--- config.mk ---
export PLATFORM = sky130hd
export DESIGN_NAME = bar_window_decoder
export DESIGN_NICKNAME = d
export VERILOG_FILES = /design/src/rtl/bar_window_pkg.sv /design/src/rtl/win_region_check.sv /design/src/rtl/win_cap_image.sv /design/src/rtl/win_mailbox.sv /design/src/rtl/win_db_decode.sv /design/src/rtl/bar_window_decoder.sv
export SDC_FILE = /design/constraint.sdc
export NUM_CORES = 2
export LEC_CHECK = 0
export ABC_CLOCK_PERIOD_IN_PS = 18200
export BUFFER_PORTS_ARGS = -buffer_cell sky130_fd_sc_hd__buf_2
export CAP_MARGIN = 40
export CORE_MARGIN = 10
export CORE_UTILIZATION = 40
export CTS_BUF_LIST = sky130_fd_sc_hd__clkbuf_8
export DETAILED_ROUTE_END_ITERATION = 8
export GPL_TIMING_DRIVEN = 0
export REMOVE_ABC_BUFFERS = 1
export SLEW_MARGIN = 20
export SYNTH_ARGS = -nofsm -noshare
export SYNTH_HDL_FRONTEND = slang
export SYNTH_SLANG_ARGS = --single-unit
--- constraint.sdc ---
create_clock -name clk -period 18.2 [get_ports clk]
set_clock_uncertainty 0.15 [all_clocks]
set_input_delay 3.64 -clock clk [delete_from_list [all_inputs] [get_ports clk]]
set_output_delay 3.64 -clock clk [all_outputs]
set_load 0.05 [all_outputs]
--- src/rtl/bar_window_pkg.sv ---
package bar_window_pkg;

  // doorbell target chosen by the zone-relative offset
  typedef enum logic [2:0] {
    DBK_NONE,
    DBK_SQ,
    DBK_RQ,
    DBK_RQ_CDATA,
    DBK_CQ,
    DBK_EQ,
    DBK_UNKNOWN
  } db_kind_e;

  // zone-relative doorbell offsets
  localparam logic [11:0] DBOFF_SQ       = 12'h000;
  localparam logic [11:0] DBOFF_RQ       = 12'h400;
  localparam logic [11:0] DBOFF_RQ_CDATA = 12'h408;
  localparam logic [11:0] DBOFF_CQ       = 12'h800;
  localparam logic [11:0] DBOFF_EQ       = 12'hFF8;

endpackage

--- src/rtl/win_region_check.sv ---
module win_region_check #(
  parameter int              ADDR_W = 64,
  parameter int              LEN_W  = 4,
  parameter int              LANES  = 8,
  parameter longint unsigned BASE   = 0,
  parameter longint unsigned BYTES  = 40
) (
  input  logic [ADDR_W-1:0] addr,
  input  logic [LEN_W-1:0]  len,
  output logic              hit
);
  localparam logic [ADDR_W:0] LO = (ADDR_W+1)'(BASE);
  localparam logic [ADDR_W:0] HI = (ADDR_W+1)'(BASE + BYTES);

  logic [ADDR_W:0] first_b;
  logic [ADDR_W:0] end_b;
  logic            len_ok;

  // end is exclusive; widened by one bit so it cannot wrap
  assign first_b = {1'b0, addr};
  assign end_b   = first_b + (ADDR_W+1)'(len);
  assign len_ok  = (len != '0) && (int'(len) <= LANES);
  assign hit     = len_ok && (first_b >= LO) && (end_b <= HI);
endmodule

--- src/rtl/win_cap_image.sv ---
module win_cap_image #(
  parameter int              MAP_BYTES = 40,
  parameter int              VER_MAJ   = 1,
  parameter int              VER_MIN   = 0,
  parameter int              VER_MIC   = 1,
  parameter longint unsigned DB_OFF    = 4096,
  parameter int              DB_PAGE   = 4096,
  parameter longint unsigned SHM_OFF   = 40,
  parameter int              SHM_SIZE  = 32
) (
  output logic [MAP_BYTES*8-1:0] image
);
  always_comb begin
    image              = '0;
    image[15:0]        = 16'(VER_MAJ);
    image[31:16]       = 16'(VER_MIN);
    image[47:32]       = 16'(VER_MIC);
    image[127:64]      = 64'(DB_OFF);
    image[143:128]     = 16'(DB_PAGE);
    image[255:192]     = 64'(SHM_OFF);
    image[271:256]     = 16'(SHM_SIZE);
  end
endmodule

--- src/rtl/win_mailbox.sv ---
module win_mailbox #(
  parameter int BYTES = 32,
  parameter int LANES = 8,
  parameter int LEN_W = 4,
  parameter int IDX_W = $clog2(BYTES),
  parameter int LN_W  = $clog2(LANES)
) (
  input  logic                 clk,
  input  logic                 rst_n,
  input  logic                 wr_en,
  input  logic [IDX_W-1:0]     wr_base,
  input  logic [LEN_W-1:0]     wr_len,
  input  logic [LANES*8-1:0]   wr_data,
  output logic [BYTES*8-1:0]   store
);
  for (genvar j = 0; j < BYTES; j++) begin : g_byte
    logic [IDX_W:0] rel;
    logic           take;
    logic [7:0]     d;
    logic [7:0]     q;

    assign rel  = (IDX_W+1)'(j) - {1'b0, wr_base};
    assign take = wr_en && (j >= int'(wr_base)) && (int'(rel) < int'(wr_len));
    assign d    = wr_data[rel[LN_W-1:0]*8 +: 8];

    always_ff @(posedge clk or negedge rst_n) begin
      if (!rst_n)    q <= 8'h00;
      else if (take) q <= d;
    end

    assign store[j*8 +: 8] = q;
  end
endmodule

--- src/rtl/win_db_decode.sv ---
module win_db_decode
  import bar_window_pkg::*;
#(
  parameter int ZONE_IW = 12
) (
  input  logic               full_wr,
  input  logic [ZONE_IW-1:0] rel,
  output db_kind_e           kind
);
  always_comb begin
    if (!full_wr) begin
      kind = DBK_NONE;
    end else begin
      unique case (rel)
        ZONE_IW'(DBOFF_SQ):       kind = DBK_SQ;
        ZONE_IW'(DBOFF_RQ):       kind = DBK_RQ;
        ZONE_IW'(DBOFF_RQ_CDATA): kind = DBK_RQ_CDATA;
        ZONE_IW'(DBOFF_CQ):       kind = DBK_CQ;
        ZONE_IW'(DBOFF_EQ):       kind = DBK_EQ;
        default:                  kind = DBK_UNKNOWN;
      endcase
    end
  end
endmodule

--- src/rtl/bar_window_decoder.sv ---
module bar_window_decoder
  import bar_window_pkg::*;
#(
  parameter int              ADDR_W    = 64,
  parameter int              LANES     = 8,
  parameter longint unsigned MAP_BASE  = 0,
  parameter int              MAP_BYTES = 40,
  parameter longint unsigned SHM_BASE  = 40,
  parameter int              SHM_BYTES = 32,
  parameter longint unsigned DB_BASE   = 4096,
  parameter int              DB_BYTES  = 4096,
  parameter int              VER_MAJ   = 1,
  parameter int              VER_MIN   = 0,
  parameter int              VER_MIC   = 1,
  localparam int             LEN_W     = $clog2(LANES) + 1,
  localparam int             DW        = LANES * 8
) (
  input  logic                   clk,
  input  logic                   rst_n,
  input  logic                   req_valid,
  output logic                   req_ready,
  input  logic                   req_write,
  input  logic [ADDR_W-1:0]      req_addr,
  input  logic [LEN_W-1:0]       req_len,
  input  logic [DW-1:0]          req_wdata,
  output logic                   rsp_valid,
  output logic [DW-1:0]          rsp_rdata,
  output logic                   db_sq_stb,
  output logic                   db_rq_stb,
  output logic                   db_cq_stb,
  output logic                   db_eq_stb,
  output logic [DW-1:0]          db_value,
  output logic                   bad_wr_stb,
  output logic                   bad_db_stb,
  output logic [SHM_BYTES*8-1:0] shm_image
);
  localparam int MAP_IW   = $clog2(MAP_BYTES);
  localparam int MAP_PADB = 1 << MAP_IW;
  localparam int SHM_IW   = $clog2(SHM_BYTES);
  localparam int SHM_PADB = 1 << SHM_IW;
  localparam int ZONE_IW  = $clog2(DB_BYTES);

  // ---------------- reset: asynchronous assert, synchronous release
  logic [1:0] rst_pipe;
  logic       rst_sync_n;

  always_ff @(posedge clk or negedge rst_n) begin
    if (!rst_n) rst_pipe <= 2'b00;
    else        rst_pipe <= {rst_pipe[0], 1'b1};
  end
  assign rst_sync_n = rst_pipe[1];
  assign req_ready  = rst_sync_n;

  logic accept;
  assign accept = req_valid && req_ready;

  // ---------------- region matching
  logic map_hit, shm_hit, zone_hit;

  win_region_check #(.ADDR_W(ADDR_W), .LEN_W(LEN_W), .LANES(LANES),
                     .BASE(MAP_BASE), .BYTES(longint'(MAP_BYTES)))
    u_map_rc (.addr(req_addr), .len(req_len), .hit(map_hit));

  win_region_check #(.ADDR_W(ADDR_W), .LEN_W(LEN_W), .LANES(LANES),
                     .BASE(SHM_BASE), .BYTES(longint'(SHM_BYTES)))
    u_shm_rc (.addr(req_addr), .len(req_len), .hit(shm_hit));

  win_region_check #(.ADDR_W(ADDR_W), .LEN_W(LEN_W), .LANES(LANES),
                     .BASE(DB_BASE), .BYTES(longint'(DB_BYTES)))
    u_zone_rc (.addr(req_addr), .len(req_len), .hit(zone_hit));

  logic [ADDR_W-1:0] map_off, shm_off, zone_off;
  assign map_off  = req_addr - ADDR_W'(MAP_BASE);
  assign shm_off  = req_addr - ADDR_W'(SHM_BASE);
  assign zone_off = req_addr - ADDR_W'(DB_BASE);

  // ---------------- capability image
  logic [MAP_BYTES*8-1:0] map_image;
  logic [MAP_PADB*8-1:0]  map_pad;

  win_cap_image #(.MAP_BYTES(MAP_BYTES), .VER_MAJ(VER_MAJ), .VER_MIN(VER_MIN),
                  .VER_MIC(VER_MIC), .DB_OFF(DB_BASE), .DB_PAGE(DB_BYTES),
                  .SHM_OFF(SHM_BASE), .SHM_SIZE(SHM_BYTES))
    u_cap (.image(map_image));

  always_comb begin
    map_pad                  = '0;
    map_pad[MAP_BYTES*8-1:0] = map_image;
  end

  // ---------------- mailbox storage
  logic                  shm_wr;
  logic [SHM_PADB*8-1:0] shm_pad;

  assign shm_wr = accept && req_write && shm_hit;

  win_mailbox #(.BYTES(SHM_BYTES), .LANES(LANES), .LEN_W(LEN_W))
    u_mbox (
      .clk     (clk),
      .rst_n   (rst_sync_n),
      .wr_en   (shm_wr),
      .wr_base (shm_off[SHM_IW-1:0]),
      .wr_len  (req_len),
      .wr_data (req_wdata),
      .store   (shm_image)
    );

  always_comb begin
    shm_pad                  = '0;
    shm_pad[SHM_BYTES*8-1:0] = shm_image;
  end

  // ---------------- doorbell decode
  logic     db_full;
  db_kind_e db_kind;

  assign db_full = accept && req_write && zone_hit && (req_len == LEN_W'(LANES));

  win_db_decode #(.ZONE_IW(ZONE_IW))
    u_dbdec (.full_wr(db_full), .rel(zone_off[ZONE_IW-1:0]), .kind(db_kind));

  // ---------------- read lanes
  logic [DW-1:0] rd_d;

  for (genvar i = 0; i < LANES; i++) begin : g_lane
    logic [MAP_IW-1:0] mi;
    logic [SHM_IW-1:0] si;
    logic              on;

    assign mi = map_off[MAP_IW-1:0] + MAP_IW'(i);
    assign si = shm_off[SHM_IW-1:0] + SHM_IW'(i);
    assign on = (LEN_W'(i) < req_len);
    assign rd_d[i*8 +: 8] = !on     ? 8'h00 :
                            map_hit ? map_pad[mi*8 +: 8] :
                            shm_hit ? shm_pad[si*8 +: 8] : 8'hFF;
  end

  // ---------------- next state
  logic          rsp_valid_d, rd_en;
  logic          sq_d, rq_d, cq_d, eq_d, bad_wr_d, bad_db_d, val_en;

  always_comb begin
    rd_en       = accept && !req_write;
    rsp_valid_d = rd_en;
    sq_d        = (db_kind == DBK_SQ);
    rq_d        = (db_kind == DBK_RQ);
    cq_d        = (db_kind == DBK_CQ);
    eq_d        = (db_kind == DBK_EQ);
    bad_db_d    = (db_kind == DBK_UNKNOWN);
    val_en      = sq_d || rq_d || cq_d || eq_d;
    bad_wr_d    = accept && req_write && !shm_hit && !db_full;
  end

  // ---------------- registers
  always_ff @(posedge clk or negedge rst_sync_n) begin
    if (!rst_sync_n) begin
      rsp_valid  <= 1'b0;
      db_sq_stb  <= 1'b0;
      db_rq_stb  <= 1'b0;
      db_cq_stb  <= 1'b0;
      db_eq_stb  <= 1'b0;
      bad_wr_stb <= 1'b0;
      bad_db_stb <= 1'b0;
    end else begin
      rsp_valid  <= rsp_valid_d;
      db_sq_stb  <= sq_d;
      db_rq_stb  <= rq_d;
      db_cq_stb  <= cq_d;
      db_eq_stb  <= eq_d;
      bad_wr_stb <= bad_wr_d;
      bad_db_stb <= bad_db_d;
    end
  end

  always_ff @(posedge clk or negedge rst_sync_n) begin
    if (!rst_sync_n) rsp_rdata <= '0;
    else if (rd_en)  rsp_rdata <= rd_d;
  end

  always_ff @(posedge clk or negedge rst_sync_n) begin
    if (!rst_sync_n)  db_value <= '0;
    else if (val_en)  db_value <= req_wdata;
  end
endmodule

Word level (Yosys, flattened, before mapping) --
Cells that the tools add are included.
Word-level totals: logic and storage cells 339, flip-flop bits (word level) 393, output and inout port bits 392, bits of input ports 136
Operators by class: magnitude comparators 78, equality and inequality tests 10, muxes and demuxes 26, shift operators 48, add/sub/neg operators 49, reductions and logical operators 86
Operators with widths (count):
- indexed part select 512 x 10 -> 8 bit (first input constant) | 8
- indexed part select 256 x 9 -> 8 bit | 8
- indexed part select 64 x 7 -> 8 bit | 32
- < comparator 6 x 4 -> 1 bit | 32
- 2-to-1 mux 8 bit | 24
- subtractor 5 x 5 -> 6 bit (first input constant) | 16
- logical AND 1 bit | 78
- >= comparator 5 bit (first input constant) | 15
- adder 64 x 4 -> 65 bit | 1
- <= comparator 65 x 14 -> 1 bit (second input constant) | 1
- <= comparator 65 x 6 -> 1 bit (second input constant) | 1
- <= comparator 65 x 7 -> 1 bit (second input constant) | 1
- >= comparator 64 x 1 -> 1 bit (second input constant) | 1
- >= comparator 64 x 13 -> 1 bit (second input constant) | 1
- >= comparator 64 x 6 -> 1 bit (second input constant) | 1
- subtractor 4 x 5 -> 6 bit (first input constant) | 8
- >= comparator 4 x 5 -> 1 bit (first input constant) | 8
- adder 6 x 3 -> 6 bit (second input constant) | 4
- == test 12 x 11 -> 1 bit (second input constant) | 2
- == test 12 bit (second input constant) | 2
- subtractor 3 x 5 -> 6 bit (first input constant) | 4
- adder 5 x 3 -> 5 bit (second input constant) | 4
- >= comparator 3 x 5 -> 1 bit (first input constant) | 4
- < comparator 3 x 4 -> 1 bit (first input constant) | 4
- 23 further kinds | 37

Depth between registers and ports, before layout --
word-level depth 11, gate-level depth with buffers 18, depth with buffers taken out 12

Cells and area by module --
A second synthesis with hierarchy kept.
Unflattened totals: cells, all modules 5075, area, all modules 54217.0 µm²
Modules (own cells, without submodules):
- bar_window_decoder | times used 1, sequential area each 3428.3 µm², area an instance 32085.8 µm², cells each 2759
- win_mailbox | times used 1, sequential area each 6406.1 µm², area an instance 14094.8 µm², cells each 1121
- win_cap_image | times used 1, sequential area each 0.0 µm², area an instance 2409.8 µm², cells each 322
- win_region_check at u_shm_rc | times used 1, sequential area each 0.0 µm², area an instance 1995.7 µm², cells each 317
- win_region_check at u_zone_rc | times used 1, sequential area each 0.0 µm², area an instance 1853.0 µm², cells each 287
- win_region_check at u_map_rc | times used 1, sequential area each 0.0 µm², area an instance 1650.3 µm², cells each 251
- win_db_decode | times used 1, sequential area each 0.0 µm², area an instance 127.6 µm², cells each 18

Worst setup path before layout --
OpenSTA, ideal clock, no wires.
path kind register to output, from register rst_pipe[1], to output req_ready, arrival time 9.080 ns, path slack 5.330 ns, required time 14.410 ns, buffers on the path 0, stages on the path, launching flop included 1, path through dfrtp_1
RTL lines:
- start, declared | RTL line bar_window_decoder.sv:44 | logic [1:0] rst_pipe;
- start signal, assigned | RTL line bar_window_decoder.sv:49 | else rst_pipe <= {rst_pipe[0], 1'b1};
- end, declared | RTL line bar_window_decoder.sv:21 | output logic req_ready,
No word-level cell between the ends.

Worst setup path in the final report --
from input req_addr[1], to register u_mbox.g_byte[5].q[6]
On the way: word-level cells in the longest chain between the ends 6, elaborated cells on any way between the ends 13, classes of those cells 3 x add/sub; 4 x order compare; 1 x shift; 5 x reduce/logical
RTL lines:
- start, declared | RTL line bar_window_decoder.sv:23 | input logic [ADDR_W-1:0] req_addr,
- adder 64 x 4 -> 65 bit or >= comparator 64 x 6 -> 1 bit (tied branches) | RTL line win_region_check.sv:21, win_region_check.sv:23
- <= comparator 65 x 7 -> 1 bit or logical AND 1 bit (tied branches) | RTL line win_region_check.sv:23 | assign hit = len_ok && (first_b >= LO) && (end_b <= HI);
- logical AND 1 bit | RTL line win_region_check.sv:23
- logical AND 1 bit | RTL line bar_window_decoder.sv:95 | assign shm_wr = accept && req_write && shm_hit;
- logical AND 1 bit (2 in series) | RTL line win_mailbox.sv:23 | assign take = wr_en && (j >= int'(wr_base)) && (int'(rel) < int'(wr_len));
- end signal, assigned | RTL line win_mailbox.sv:27 | if (!rst_n) q <= 8'h00;
- end signal, assigned | RTL line win_mailbox.sv:28 | else if (take) q <= d;
- end, declared | RTL line win_mailbox.sv:20 | logic [7:0] q;
Several ways; a longest one is shown, not always the timed one. A chain may end at the register's enable or synchronous reset.

==> out/summary.txt <==
====================================================================================================
First-pass iteration count of the detailed router                                                  5
TritonCTS clock tree                                                                           built
H-tree lvl count                                                                                   3
Worst Max-Slew Pin Slew                                                                     0.951 ns
Cell row count                                                                                   105
Share of layout cells above drive strength 1                                                   50.9%
Clock share of power                                                                           36.1%
Residual antenna-violating net count after detailed routing                                        0
Boundary Pins                                                                                    528
Data required time at the worst endpoint                                                    18.61 ns
Switching portion of total power                                                               37.0%
Total track usage                                                                              30.7%
Cell leakage power                                                                           18.2 nW
Result of the run                                                                          completed
Top cell type's share of synthesized area                                                      30.6%
Prevailing post-synth register cell                                                          dfrtp_1
Xor and xnor fraction of the mapped netlist area                                               1.91%
Net Sw Power                                                                                0.916 mW
Commonest cells after routing, fill and taps aside                                      buf_2, mux4_2, dfrtp_1
Port Buffer Count                                                                                527
Hold WS                                                                                     0.100 ns
Path type of the worst setup path                                                          in -> reg
Cell accounting for the most synthesized area                                                 mux4_2
Area of combinational cells with multiple inputs                                           22400 µm²
R2r endpoint                                                                            u_mbox.g_byte[9].q[5]$_DFFE_PN0P_
VDD IR-drop max                                                                            0.0511 mV
Synth unique cells                                                                                81
Footprint of the flip-flops and latches                                                     9840 µm²
Final Hold Vio Count                                                                               0
FF+latch count, synth                                                                            393
Skew-Pair Late Insertion Delay                                                               0.68 ns
Core region area                                                                           82000 µm²
Residual DRC                                                                                       0
Unrepaired setup endpoints after global routing                                                   no
Area fraction in and, or, nand and nor cells after synthesis                                   13.2%
R2R Setup Slk                                                                               13.99 ns
Pin count of the biggest net entering global routing                                              79
Number of cells on the worst reg-to-reg path                                                       7
Total of warnings raised by yosys                                                                  0
Total detailed-routing wirelength                                                          149000 µm
Area growth syn-to-layout                                                                      20.5%
Sinks on Clock Net                                                                               393
Initial Util                                                                                   40.3%
Final Max Tran Viols                                                                               0
Sort of element at the start of the critical path                                          input pin
Post-CTS repair timing setup buffer count                                                          0
Average cell area after synthesis                                                           12.4 µm²
Wire length of the first global-routing pass                                               211000 µm
Final core utilization                                                                         48.5%
Average via count per standard cell                                                             6.74
Count of nets after finishing                                                                   3396
Part of the cycle the worst path needs                                                         58.6%
Die height                                                                                    307 µm
Areal power density over the cells                                                       62.2 nW/µm²
Placer Congestion                                                                              0.935
Post-Synth Adder-Cell Area                                                                     2.58%
Slew HR                                                                                        36.0%
Worst reg2reg startpoint                                                                rst_pipe[1]$_DFF_PN0_
Synth Area in Compound Gates                                                                   5.11%
Clock buffers created by TritonCTS                                                                74
Sequential power share                                                                         37.3%
Comb pwr share                                                                                 26.7%
Crit path max fanout                                                                              74
Clock-pin slew reported for the worst setup and hold paths after clock tree synthesis        0.06 ns
Dominant combinational cell family by area after synthesis                              multiplexers
CTS Root Cell                                                                               clkbuf_8
Cell-internal power                                                                          1.56 mW
Gate count after technology mapping                                                             2673
Overall overflow remaining after global route                                                      0
Vias in the first global route                                                                 28500
Filler Cells Inserted                                                                           7454
Post-synth EDFFs                                                                                   0
Count of endpoints failing setup in the final report                                               0
Quantity of gates resized following cts                                                            0
Synth Cell Area                                                                            33000 µm²
Min Clock Period, post-route                                                                10.66 ns
Post-detailed-placement half-perimeter wirelength                                          112000 µm
Summed negative setup slack over all endpoints                                                  0 ns
Async set-reset flop share out of synthesis                                                     100%
Achievable clock frequency                                                                  93.8 MHz
Multiplexer fraction of the synthesized cell area                                              44.4%
Arrival time reported for the critical path endpoint                                        11.08 ns
Sequential share of the synthesized area                                                       29.8%
Type of destination of the critical path                                                    register
Chip width                                                                                    307 µm
Die ar.                                                                                    94500 µm²
Most frequent standard cell in the layout excluding fill and tap cells                         buf_2
Average detailed-routed wire length per instance                                             34.4 µm
Overall via count from detail_route                                                            29100
Initial antenna violation count                                                                    4
Post-cts hold buffer count                                                                         0
Clock Tree Buf Depth                                                                               3
Number of max-capacitance violations reported                                                      0
Most area-consuming cells after synthesis                                               mux4_2, dfrtp_1, mux2_2
Hold crit path type                                                                     reg -> async
Number of DRC violations after detailed-routing iteration 0                                     3470
====================================================================================================
## logic make-up after synthesis
family / count (synthesis)
compound gates: 253
xor+xnor: 72
fa+ha+maj: 67
buf+inv: 252
flops: 393
mux: 836
other cells: 1
simple gates: 799
## critical path, stage by stage
cell       delay [ns]
buf_8            0.27
buf_16           0.43
inv_1            0.46
fa_1             0.59
nand2b_1         0.26
a211oi_1         0.49
buf_2            0.27
nand4_1          0.66
nor3_1           0.39
o211ai_1         0.21
a2111oi_2        0.78
nand2_8          0.57
buf_16           0.42
nor4_4           0.74
buf_6            0.25
buf_8            0.16
mux2_2           0.33
## state kept, by name (all words and copies together) (netlist names), 2 cells and up
name,flops
db_value,64
rsp_rdata,64
rst_pipe,2
u_mbox.g_byte.q,256
## final cells by class
cell class              count  share of cell area (%)
inverters                  41                   0.412
diodes                      3                  0.0189
flip-flops and latches    393                    24.7
multi-input cells        2028                    56.3
clock inverters            41                   0.594
well taps                1070                    3.36
clock buffers              88                    3.04
repair buffers            655                    11.5
## how the worst max path moves through the flow
stage	start	end	slack, ns	cells after the start
finish	req_addr[1]	u_mbox.g_byte[5].q[6]$_DFFE_PN0P_	7.54	17
detailed placement	req_addr[1]	u_mbox.g_byte[6].q[6]$_DFFE_PN0P_	7.07	16
global route	req_addr[0]	u_mbox.g_byte[5].q[7]$_DFFE_PN0P_	7.26	18
CTS	req_addr[1]	u_mbox.g_byte[5].q[1]$_DFFE_PN0P_	7.78	17
global placement	req_addr[0]	u_mbox.g_byte[2].q[2]$_DFFE_PN0P_	-4.60	11
floorplan	rst_pipe[1]$_DFF_PN0_	db_value[15]$_DFFE_PN0P_	4.47	6
## routing by layer
layer	wire, µm	GRT usage (%)
met1	53300	36.9
met4	9120	16.1
met5	23	0
met3	19700	12.9
met2	66600	46.5
## synthesized netlist by cell type, types with 50 or more instances
master    number
nor2_1        71
nand2_1      342
buf_1         50
xnor2_1       57
nor4_1       118
dfrtp_1      393
a21oi_1       54
clkbuf_1     147
mux2_4        56
mux2_2       308
nand3_1       56
o21ai_0       59
mux4_2       448
ha_1          65
## power by group through the flow
stage / registers [mW] / logic [mW] / clock network [mW]
after floorplan: 1.03 / 0.267 / 0
after global placement: 0.954 / 0.608 / 0
after detailed placement: 0.936 / 0.646 / 0
after CTS: 0.922 / 0.647 / 0.906
after global routing: 0.925 / 0.692 / 0.944
final: 0.923 / 0.661 / 0.893
## per-stage QoR
stage / instances / power, mW / setup WS [ns] / area [µm²]
floorplan: 2462 / 1.29 / 4.47 / 32200
global placement: 4059 / 1.56 / -4.60 / 36200
detailed placement: 4184 / 1.58 / 7.07 / 38300
CTS: 4313 / 2.47 / 7.78 / 39700
global route: 4317 / 2.56 / 7.26 / 39800
finish: 4319 / 2.48 / 7.54 / 39800
Note: power is estimated with default switching activity, not from simulation.
